--- config.mk ---
export PLATFORM = sky130hd
export DESIGN_NAME = cmpl_coalesce
export DESIGN_NICKNAME = d
export VERILOG_FILES = /design/src/rtl/cmpl_coalesce_pkg.sv /design/src/rtl/cc_cfg_regs.sv /design/src/rtl/cc_done_counter.sv /design/src/rtl/cc_holdoff_timer.sv /design/src/rtl/cmpl_coalesce.sv
export SDC_FILE = /design/constraint.sdc
export NUM_CORES = 1
export LEC_CHECK = 0
export BUFFER_PORTS_ARGS = -buffer_cell sky130_fd_sc_hd__buf_2
export CAP_MARGIN = 20
export CELL_PAD_IN_SITES_DETAIL_PLACEMENT = 1
export CELL_PAD_IN_SITES_GLOBAL_PLACEMENT = 2
export CORE_UTILIZATION = 30
export CTS_BUF_LIST = sky130_fd_sc_hd__clkbuf_8
export DETAILED_ROUTE_END_ITERATION = 6
export PLACE_DENSITY_LB_ADDON = 0.05
export SLEW_MARGIN = 20
export SYNTH_ARGS = -nofsm -noshare
export SYNTH_HDL_FRONTEND = slang
export SYNTH_HIERARCHICAL = 1
export SYNTH_SLANG_ARGS = --single-unit
--- constraint.sdc ---
create_clock -name clk_i -period 3.7 [get_ports clk_i]
set_input_delay 0.185 -clock clk_i [delete_from_list [all_inputs] [get_ports clk_i]]
set_output_delay 0.185 -clock clk_i [all_outputs]
set_load 0.01 [all_outputs]
--- src/rtl/cmpl_coalesce_pkg.sv ---
package cmpl_coalesce_pkg;

    // Register select codes on the write port
    typedef enum logic [2:0] {
        SEL_ACK   = 3'd0,
        SEL_LOAD  = 3'd1,
        SEL_WAIT  = 3'd2,
        SEL_ENSET = 3'd3,
        SEL_ENCLR = 3'd4
    } wsel_e;

endpackage

--- src/rtl/cc_cfg_regs.sv ---
module cc_cfg_regs
    import cmpl_coalesce_pkg::*;
#(
    parameter int WDATA_W  = 64,
    parameter int NUM_W    = 20,
    parameter int TIME_W   = 16,
    parameter int TIME_LSB = 32
) (
    input  logic               clk_i,
    input  logic               rst_ni,
    input  logic               wr_en_i,
    input  logic [2:0]         wr_sel_i,
    input  logic [WDATA_W-1:0] wr_data_i,
    output logic [NUM_W-1:0]   num_wait_o,
    output logic [TIME_W-1:0]  time_wait_o,
    output logic               en_o
);

    typedef struct packed {
        logic [NUM_W-1:0]  num_wait;
        logic [TIME_W-1:0] time_wait;
        logic              en;
    } cfg_t;

    cfg_t cfg_d, cfg_q;

    always_comb begin
        cfg_d = cfg_q;
        if (wr_en_i) begin
            case (wr_sel_i)
                SEL_WAIT: begin
                    cfg_d.num_wait  = wr_data_i[NUM_W-1:0];
                    cfg_d.time_wait = wr_data_i[TIME_LSB +: TIME_W];
                end
                SEL_ENSET: if (wr_data_i[0]) cfg_d.en = 1'b1;
                SEL_ENCLR: if (wr_data_i[0]) cfg_d.en = 1'b0;
                default: ;
            endcase
        end
    end

    always_ff @(posedge clk_i) begin
        if (!rst_ni) cfg_q <= '0;
        else         cfg_q <= cfg_d;
    end

    assign num_wait_o  = cfg_q.num_wait;
    assign time_wait_o = cfg_q.time_wait;
    assign en_o        = cfg_q.en;

    AST_ENSET_ZERO_NOP: assert property (@(posedge clk_i) disable iff (!rst_ni)
        (wr_en_i && wr_sel_i == SEL_ENSET && !wr_data_i[0]) |=> (en_o == $past(en_o)));

endmodule

--- src/rtl/cc_done_counter.sv ---
module cc_done_counter #(
    parameter int CNT_W = 20
) (
    input  logic             clk_i,
    input  logic             rst_ni,
    input  logic             inc_i,
    input  logic             ack_vld_i,
    input  logic [CNT_W-1:0] ack_val_i,
    input  logic             load_vld_i,
    input  logic [CNT_W-1:0] load_val_i,
    output logic [CNT_W-1:0] cnt_o
);

    localparam logic [CNT_W-1:0] CNT_MAX = '1;

    typedef struct packed {
        logic [CNT_W-1:0] cnt;
    } cnt_st_t;

    cnt_st_t st_d, st_q;
    logic [CNT_W:0] sum;
    logic [CNT_W:0] ack_ext;
    logic [CNT_W:0] diff;

    always_comb begin
        st_d    = st_q;
        sum     = {1'b0, st_q.cnt} + {{CNT_W{1'b0}}, inc_i};
        ack_ext = ack_vld_i ? {1'b0, ack_val_i} : '0;
        diff    = (ack_ext > sum) ? '0 : (sum - ack_ext);
        if (load_vld_i)   st_d.cnt = load_val_i;
        else if (diff[CNT_W]) st_d.cnt = CNT_MAX;
        else              st_d.cnt = diff[CNT_W-1:0];
    end

    always_ff @(posedge clk_i) begin
        if (!rst_ni) st_q <= '0;
        else         st_q <= st_d;
    end

    assign cnt_o = st_q.cnt;

    AST_INC_BY_ONE: assert property (@(posedge clk_i) disable iff (!rst_ni)
        (inc_i && !ack_vld_i && !load_vld_i && cnt_o != CNT_MAX) |=> (cnt_o == $past(cnt_o) + 1'b1));
    AST_ACK_FLOOR: assert property (@(posedge clk_i) disable iff (!rst_ni)
        (ack_vld_i && !load_vld_i && !inc_i && ack_val_i > cnt_o) |=> (cnt_o == '0));

endmodule

--- src/rtl/cc_holdoff_timer.sv ---
module cc_holdoff_timer #(
    parameter int TMR_W = 26
) (
    input  logic             clk_i,
    input  logic             rst_ni,
    input  logic             pending_i,
    input  logic             restart_i,
    input  logic             tick_i,
    output logic [TMR_W-1:0] tmr_o
);

    localparam logic [TMR_W-1:0] TMR_MAX = '1;

    typedef struct packed {
        logic [TMR_W-1:0] tmr;
    } tmr_st_t;

    tmr_st_t st_d, st_q;

    always_comb begin
        st_d = st_q;
        if (!pending_i || restart_i)            st_d.tmr = '0;
        else if (tick_i && st_q.tmr != TMR_MAX) st_d.tmr = st_q.tmr + 1'b1;
    end

    always_ff @(posedge clk_i) begin
        if (!rst_ni) st_q <= '0;
        else         st_q <= st_d;
    end

    assign tmr_o = st_q.tmr;

    AST_IDLE_TMR_ZERO: assert property (@(posedge clk_i) disable iff (!rst_ni)
        !pending_i |=> (tmr_o == '0));
    AST_RESTART_ZERO: assert property (@(posedge clk_i) disable iff (!rst_ni)
        restart_i |=> (tmr_o == '0));
    AST_TMR_SATURATE: assert property (@(posedge clk_i) disable iff (!rst_ni)
        (pending_i && !restart_i && tmr_o == TMR_MAX) |=> (tmr_o == TMR_MAX));

endmodule

--- src/rtl/cmpl_coalesce.sv ---
module cmpl_coalesce
    import cmpl_coalesce_pkg::*;
#(
    parameter int CNT_W      = 20,
    parameter int TIME_W     = 16,
    parameter int TIME_SHIFT = 10,
    parameter int TIME_LSB   = 32,
    parameter int WDATA_W    = 64,
    localparam int TMR_W     = TIME_W + TIME_SHIFT
) (
    input  logic               clk_i,
    input  logic               rst_ni,
    input  logic               cmpl_valid_i,
    input  logic               cmpl_irq_req_i,
    input  logic               tick_i,
    input  logic               wr_en_i,
    input  logic [2:0]         wr_sel_i,
    input  logic [WDATA_W-1:0] wr_data_i,
    output logic               irq_o,
    output logic [CNT_W-1:0]   done_cnt_o,
    output logic [TMR_W-1:0]   tmr_o
);

    logic [CNT_W-1:0]  num_wait;
    logic [TIME_W-1:0] time_wait;
    logic              en;
    logic              ack_vld, load_vld, inc;
    logic [CNT_W-1:0]  num_eff;
    logic [TMR_W-1:0]  time_thresh;
    logic              cond;

    typedef struct packed {
        logic irq;
    } irq_st_t;

    irq_st_t st_d, st_q;

    assign ack_vld  = wr_en_i && (wr_sel_i == SEL_ACK);
    assign load_vld = wr_en_i && (wr_sel_i == SEL_LOAD);
    assign inc      = cmpl_valid_i && cmpl_irq_req_i;

    cc_cfg_regs #(
        .WDATA_W (WDATA_W),
        .NUM_W   (CNT_W),
        .TIME_W  (TIME_W),
        .TIME_LSB(TIME_LSB)
    ) i_cfg (
        .clk_i      (clk_i),
        .rst_ni     (rst_ni),
        .wr_en_i    (wr_en_i),
        .wr_sel_i   (wr_sel_i),
        .wr_data_i  (wr_data_i),
        .num_wait_o (num_wait),
        .time_wait_o(time_wait),
        .en_o       (en)
    );

    cc_done_counter #(.CNT_W(CNT_W)) i_cnt (
        .clk_i     (clk_i),
        .rst_ni    (rst_ni),
        .inc_i     (inc),
        .ack_vld_i (ack_vld),
        .ack_val_i (wr_data_i[CNT_W-1:0]),
        .load_vld_i(load_vld),
        .load_val_i(wr_data_i[CNT_W-1:0]),
        .cnt_o     (done_cnt_o)
    );

    cc_holdoff_timer #(.TMR_W(TMR_W)) i_tmr (
        .clk_i    (clk_i),
        .rst_ni   (rst_ni),
        .pending_i(done_cnt_o != '0),
        .restart_i(ack_vld || load_vld),
        .tick_i   (tick_i),
        .tmr_o    (tmr_o)
    );

    always_comb begin
        num_eff     = (num_wait == '0) ? CNT_W'(1) : num_wait;
        time_thresh = TMR_W'(time_wait) << TIME_SHIFT;
        cond        = (done_cnt_o != '0) &&
                      ((done_cnt_o >= num_eff) ||
                       ((time_wait != '0) && (tmr_o >= time_thresh)));
        st_d.irq    = cond && en;
    end

    always_ff @(posedge clk_i) begin
        if (!rst_ni) st_q <= '0;
        else         st_q <= st_d;
    end

    assign irq_o = st_q.irq;

    AST_IRQ_NEEDS_EN: assert property (@(posedge clk_i) disable iff (!rst_ni)
        !en |=> !irq_o);
    AST_IRQ_IDLE_LOW: assert property (@(posedge clk_i) disable iff (!rst_ni)
        (done_cnt_o == '0) |=> !irq_o);
    AST_IRQ_ON_COUNT: assert property (@(posedge clk_i) disable iff (!rst_ni)
        (en && done_cnt_o >= num_eff) |=> irq_o);

endmodule

==> metrics.txt <==
Syn Nets=around 870; CTS root buf=clkbuf_8; die area=0.0218 mm2; H-tree depth=3; first-pass GRT wire length=~34000 um; most common cell after layout, fill and taps aside=nand2_1; core area=between 0.02 and 0.025 mm2; Pleak=between 3 and 4 nW; Fin. Hold Viols=0; drt first-iter violations=around 140; Layout area overhead=21.1%; crit share post-route=0.951; Net count, final=1002; Synth cell types=72; utilization after layout=0.375; CTS clk-pin slew, worst paths=around 90 ps; CTS Sinks=between 80 and 90; Overall Global Routing Usage=0.201; Clock Tree Buf Depth=2; largest net degree at the start of global routing=42; outcome=completed; io pins=120; Max-cap violations=0; Critical Path AT=roughly 3800 ps; I/O Buffers=between 90 and 100; Synth Flop Type=dfxtp_1; reg2reg setup slack=about 180 ps; Final HPWL DP=roughly 16000 um; Final min period=3520 ps; number of global-route vias before repair=approximately 6400; average cell area after synthesis=about 8.6 um2; sequential area share after synthesis=0.265; Post-Syn Instances=about 740; startpoint types=flip-flop; Post-synth ARST share=0; Hold Crit Endpoint=i_cfg/time_wait_o[11]; data required time of the critical path=approximately 4000 ps; layout cells sized above 1=0.283; worst hold path startpoint=wr_data_i[43]; Post-synth EDFFs=0; area leader, netlist=dfxtp_1; WL per Instance=18.3 um; final cell count without fillers=~1100; CP max FO=5; # diodes=0; worst hold stages=3; setup violators final=0; HP Class=primary input to flip-flop; CTS tree=done; # hold bufs at CTS=0; antenna viol nets, final=0; Cells after DPL=1122; top cells by area, synth=dfxtp_1 26%, ha_1 12%, nand2_1 6.9%, a21boi_2 5.3%, xnor2_1 5.2%; synthesized flop and latch total=84; drt drc=0; Max-slew headroom=0.512; Die H=148 um; Clock Latency Late Sink=380 ps; synthesis warning total=6; total CTS buffers=9; Max VDD drop=~0.00035 V; Fin Clk Skew=roughly 19 ps; Die Wd=148 um; critical path type=flip-flop to flip-flop; Final Wtd Congestion=between 0.8 and 0.9; Pwr Density=624 mW/mm2; Tot Pwr=between 4 and 5 mW; Worst Tran Pin Value=a little over 700 ps; top cell type's share of synthesized area=0.265; # fillers=2471; RSZ-0062 raised after global routing=false; most frequent cells in the layout=117 x nand2_1, 91 x buf_2, 83 x dfxtp_1; footprint of the multi-input gates=roughly 0.0043 mm2; global route overflow=0; number of antenna violations at the first check in global routing=0; Post-Syn Area=approximately 0.0064 mm2; row count=52; CP Launch Point=i_cnt/cnt_o[0]; Avg Vias per Cell=about 5.2; r2r worst-path depth=16; DRT Wirelength=~21000 um; max-slew violation count=0; FMAX=between 200 and 300 MHz; drt pass-1 iters=4; critical path capture point type=flip-flop; Crit Reg-Reg Startpoint=i_cnt/cnt_o[0]; Initial Utilization=0.310; Vias=approximately 5900; reg2reg end=i_cnt/cnt_o[17]; register area=0.00168 mm2
[worst max path at each step]
stage	to	slack, ps	depth (start not counted)
after detailed placement	i_cnt/cnt_o[4]	-80	17
final	i_cnt/cnt_o[17]	180	16
after global placement	i_cnt/cnt_o[5]	20	17
after CTS	i_cnt/cnt_o[17]	6	17
after global routing	i_cnt/cnt_o[17]	20	16
after floorplan	i_cnt/cnt_o[19]	70	15
[worst max-delay path, stage by stage, from the launching register on]
cell       delay (ps)
dfxtp_2           350
ha_4              150
ha_4              150
nand2_4            50
buf_4             140
nor3_1            220
xor2_1            290
ha_1              290
a21oi_1           140
a211o_1           320
a211oi_2          250
nor2_4             70
buf_4             150
a2111oi_4         320
buf_4             190
bufbuf_16         270
a221oi_2           50
[cells in the mapped netlist, types with 3 or more instances]
library cell and number:
ha_1 59, or4_1 4, nand2b_1 5, nand3b_1 3
o211ai_1 4, inv_1 70, a2111oi_0 3, buf_2 5
buf_8 3, nand4_1 15, nor4_2 7, nor3_1 5
and3_1 8, and4_1 7, o31ai_1 9, a21oi_1 31
nor2b_1 6, clkbuf_1 13, or3_1 5, a221oi_2 20
a211o_1 4, nor2_1 35, a211oi_1 7, and2_1 8
xor2_1 13, a31oi_1 4, nand2_1 117, buf_6 4
nor4_4 3, xnor2_1 38, dfxtp_1 84, o21ai_0 6
nor4_1 18, a21boi_2 30, a21o_1 17, a21boi_0 9
nand3_1 19
[cell type report]
cell class	count	share of cell area
clock inverters	7	0.00781
repair buffers	143	0.119
clock buffers	9	0.0161
well taps	270	0.0439
inverters	70	0.0342
flip-flops and latches	84	0.219
multi-input cells	561	0.561
[state kept, by name (all words and copies together) (netlist names)]
signal / flops
i_cfg/en_o: 1
i_cfg/num_wait_o: 20
i_cfg/time_wait_o: 16
i_cnt/cnt_o: 20
i_tmr/tmr_o: 26
irq_o: 1
[kinds of logic after synthesis]
| family | synth area share |
|---|---|
| adders and majority gates | 0.119 |
| buffers and inverters | 0.0683 |
| AOI/OAI and AO/OA | 0.232 |
| muxes | 0.00551 |
| xor gates and xnor gates | 0.0703 |
| DFF | 0.265 |
| and+or+nand+nor | 0.239 |
[stage by stage]
step	hold slack, ps	setup TNS [ps]	setup slack (ps)	cell area, um2
5_1_grt	35.1	0	21.8	7690
6_report	50.3	0	183	7690
2_1_floorplan	312	0	73.5	6350
3_5_place_dp	441	-930	-76.2	7360
3_3_place_gp	440	0	23.1	7360
4_1_cts	24.1	0	5.56	7660
[report_power, final]
part           switching (mW)  internal (mW)
registers              0.0873           1.01
clock network           0.364          0.304
logic                    1.60           1.43
[per-layer routing]
metal / wire, um / part of all wire / up-vias / GRT usage
li1: - / - / 2910 / -
met1: 9670 / 0.46 / 2892 / 0.246
met2: 10600 / 0.51 / 92 / 0.370
met3: 453 / 0.022 / 13 / 0.0262
met4: 240 / 0.011 / 0 / 0.0454
met5: 0 / 0 / - / 0
[what timing repair did]
| action | 4_1_cts | 5_1_grt |
|---|---|---|
| setup endpoints to repair | 7 | 20 |
| gates cloned | 2 | 0 |
| hold endpoints to repair | 0 | 0 |
| setup buffers | 4 | 0 |
| pin swaps | 5 | 7 |
| gates resized for setup | 8 | 8 |
(Power assumes the default switching activity.)
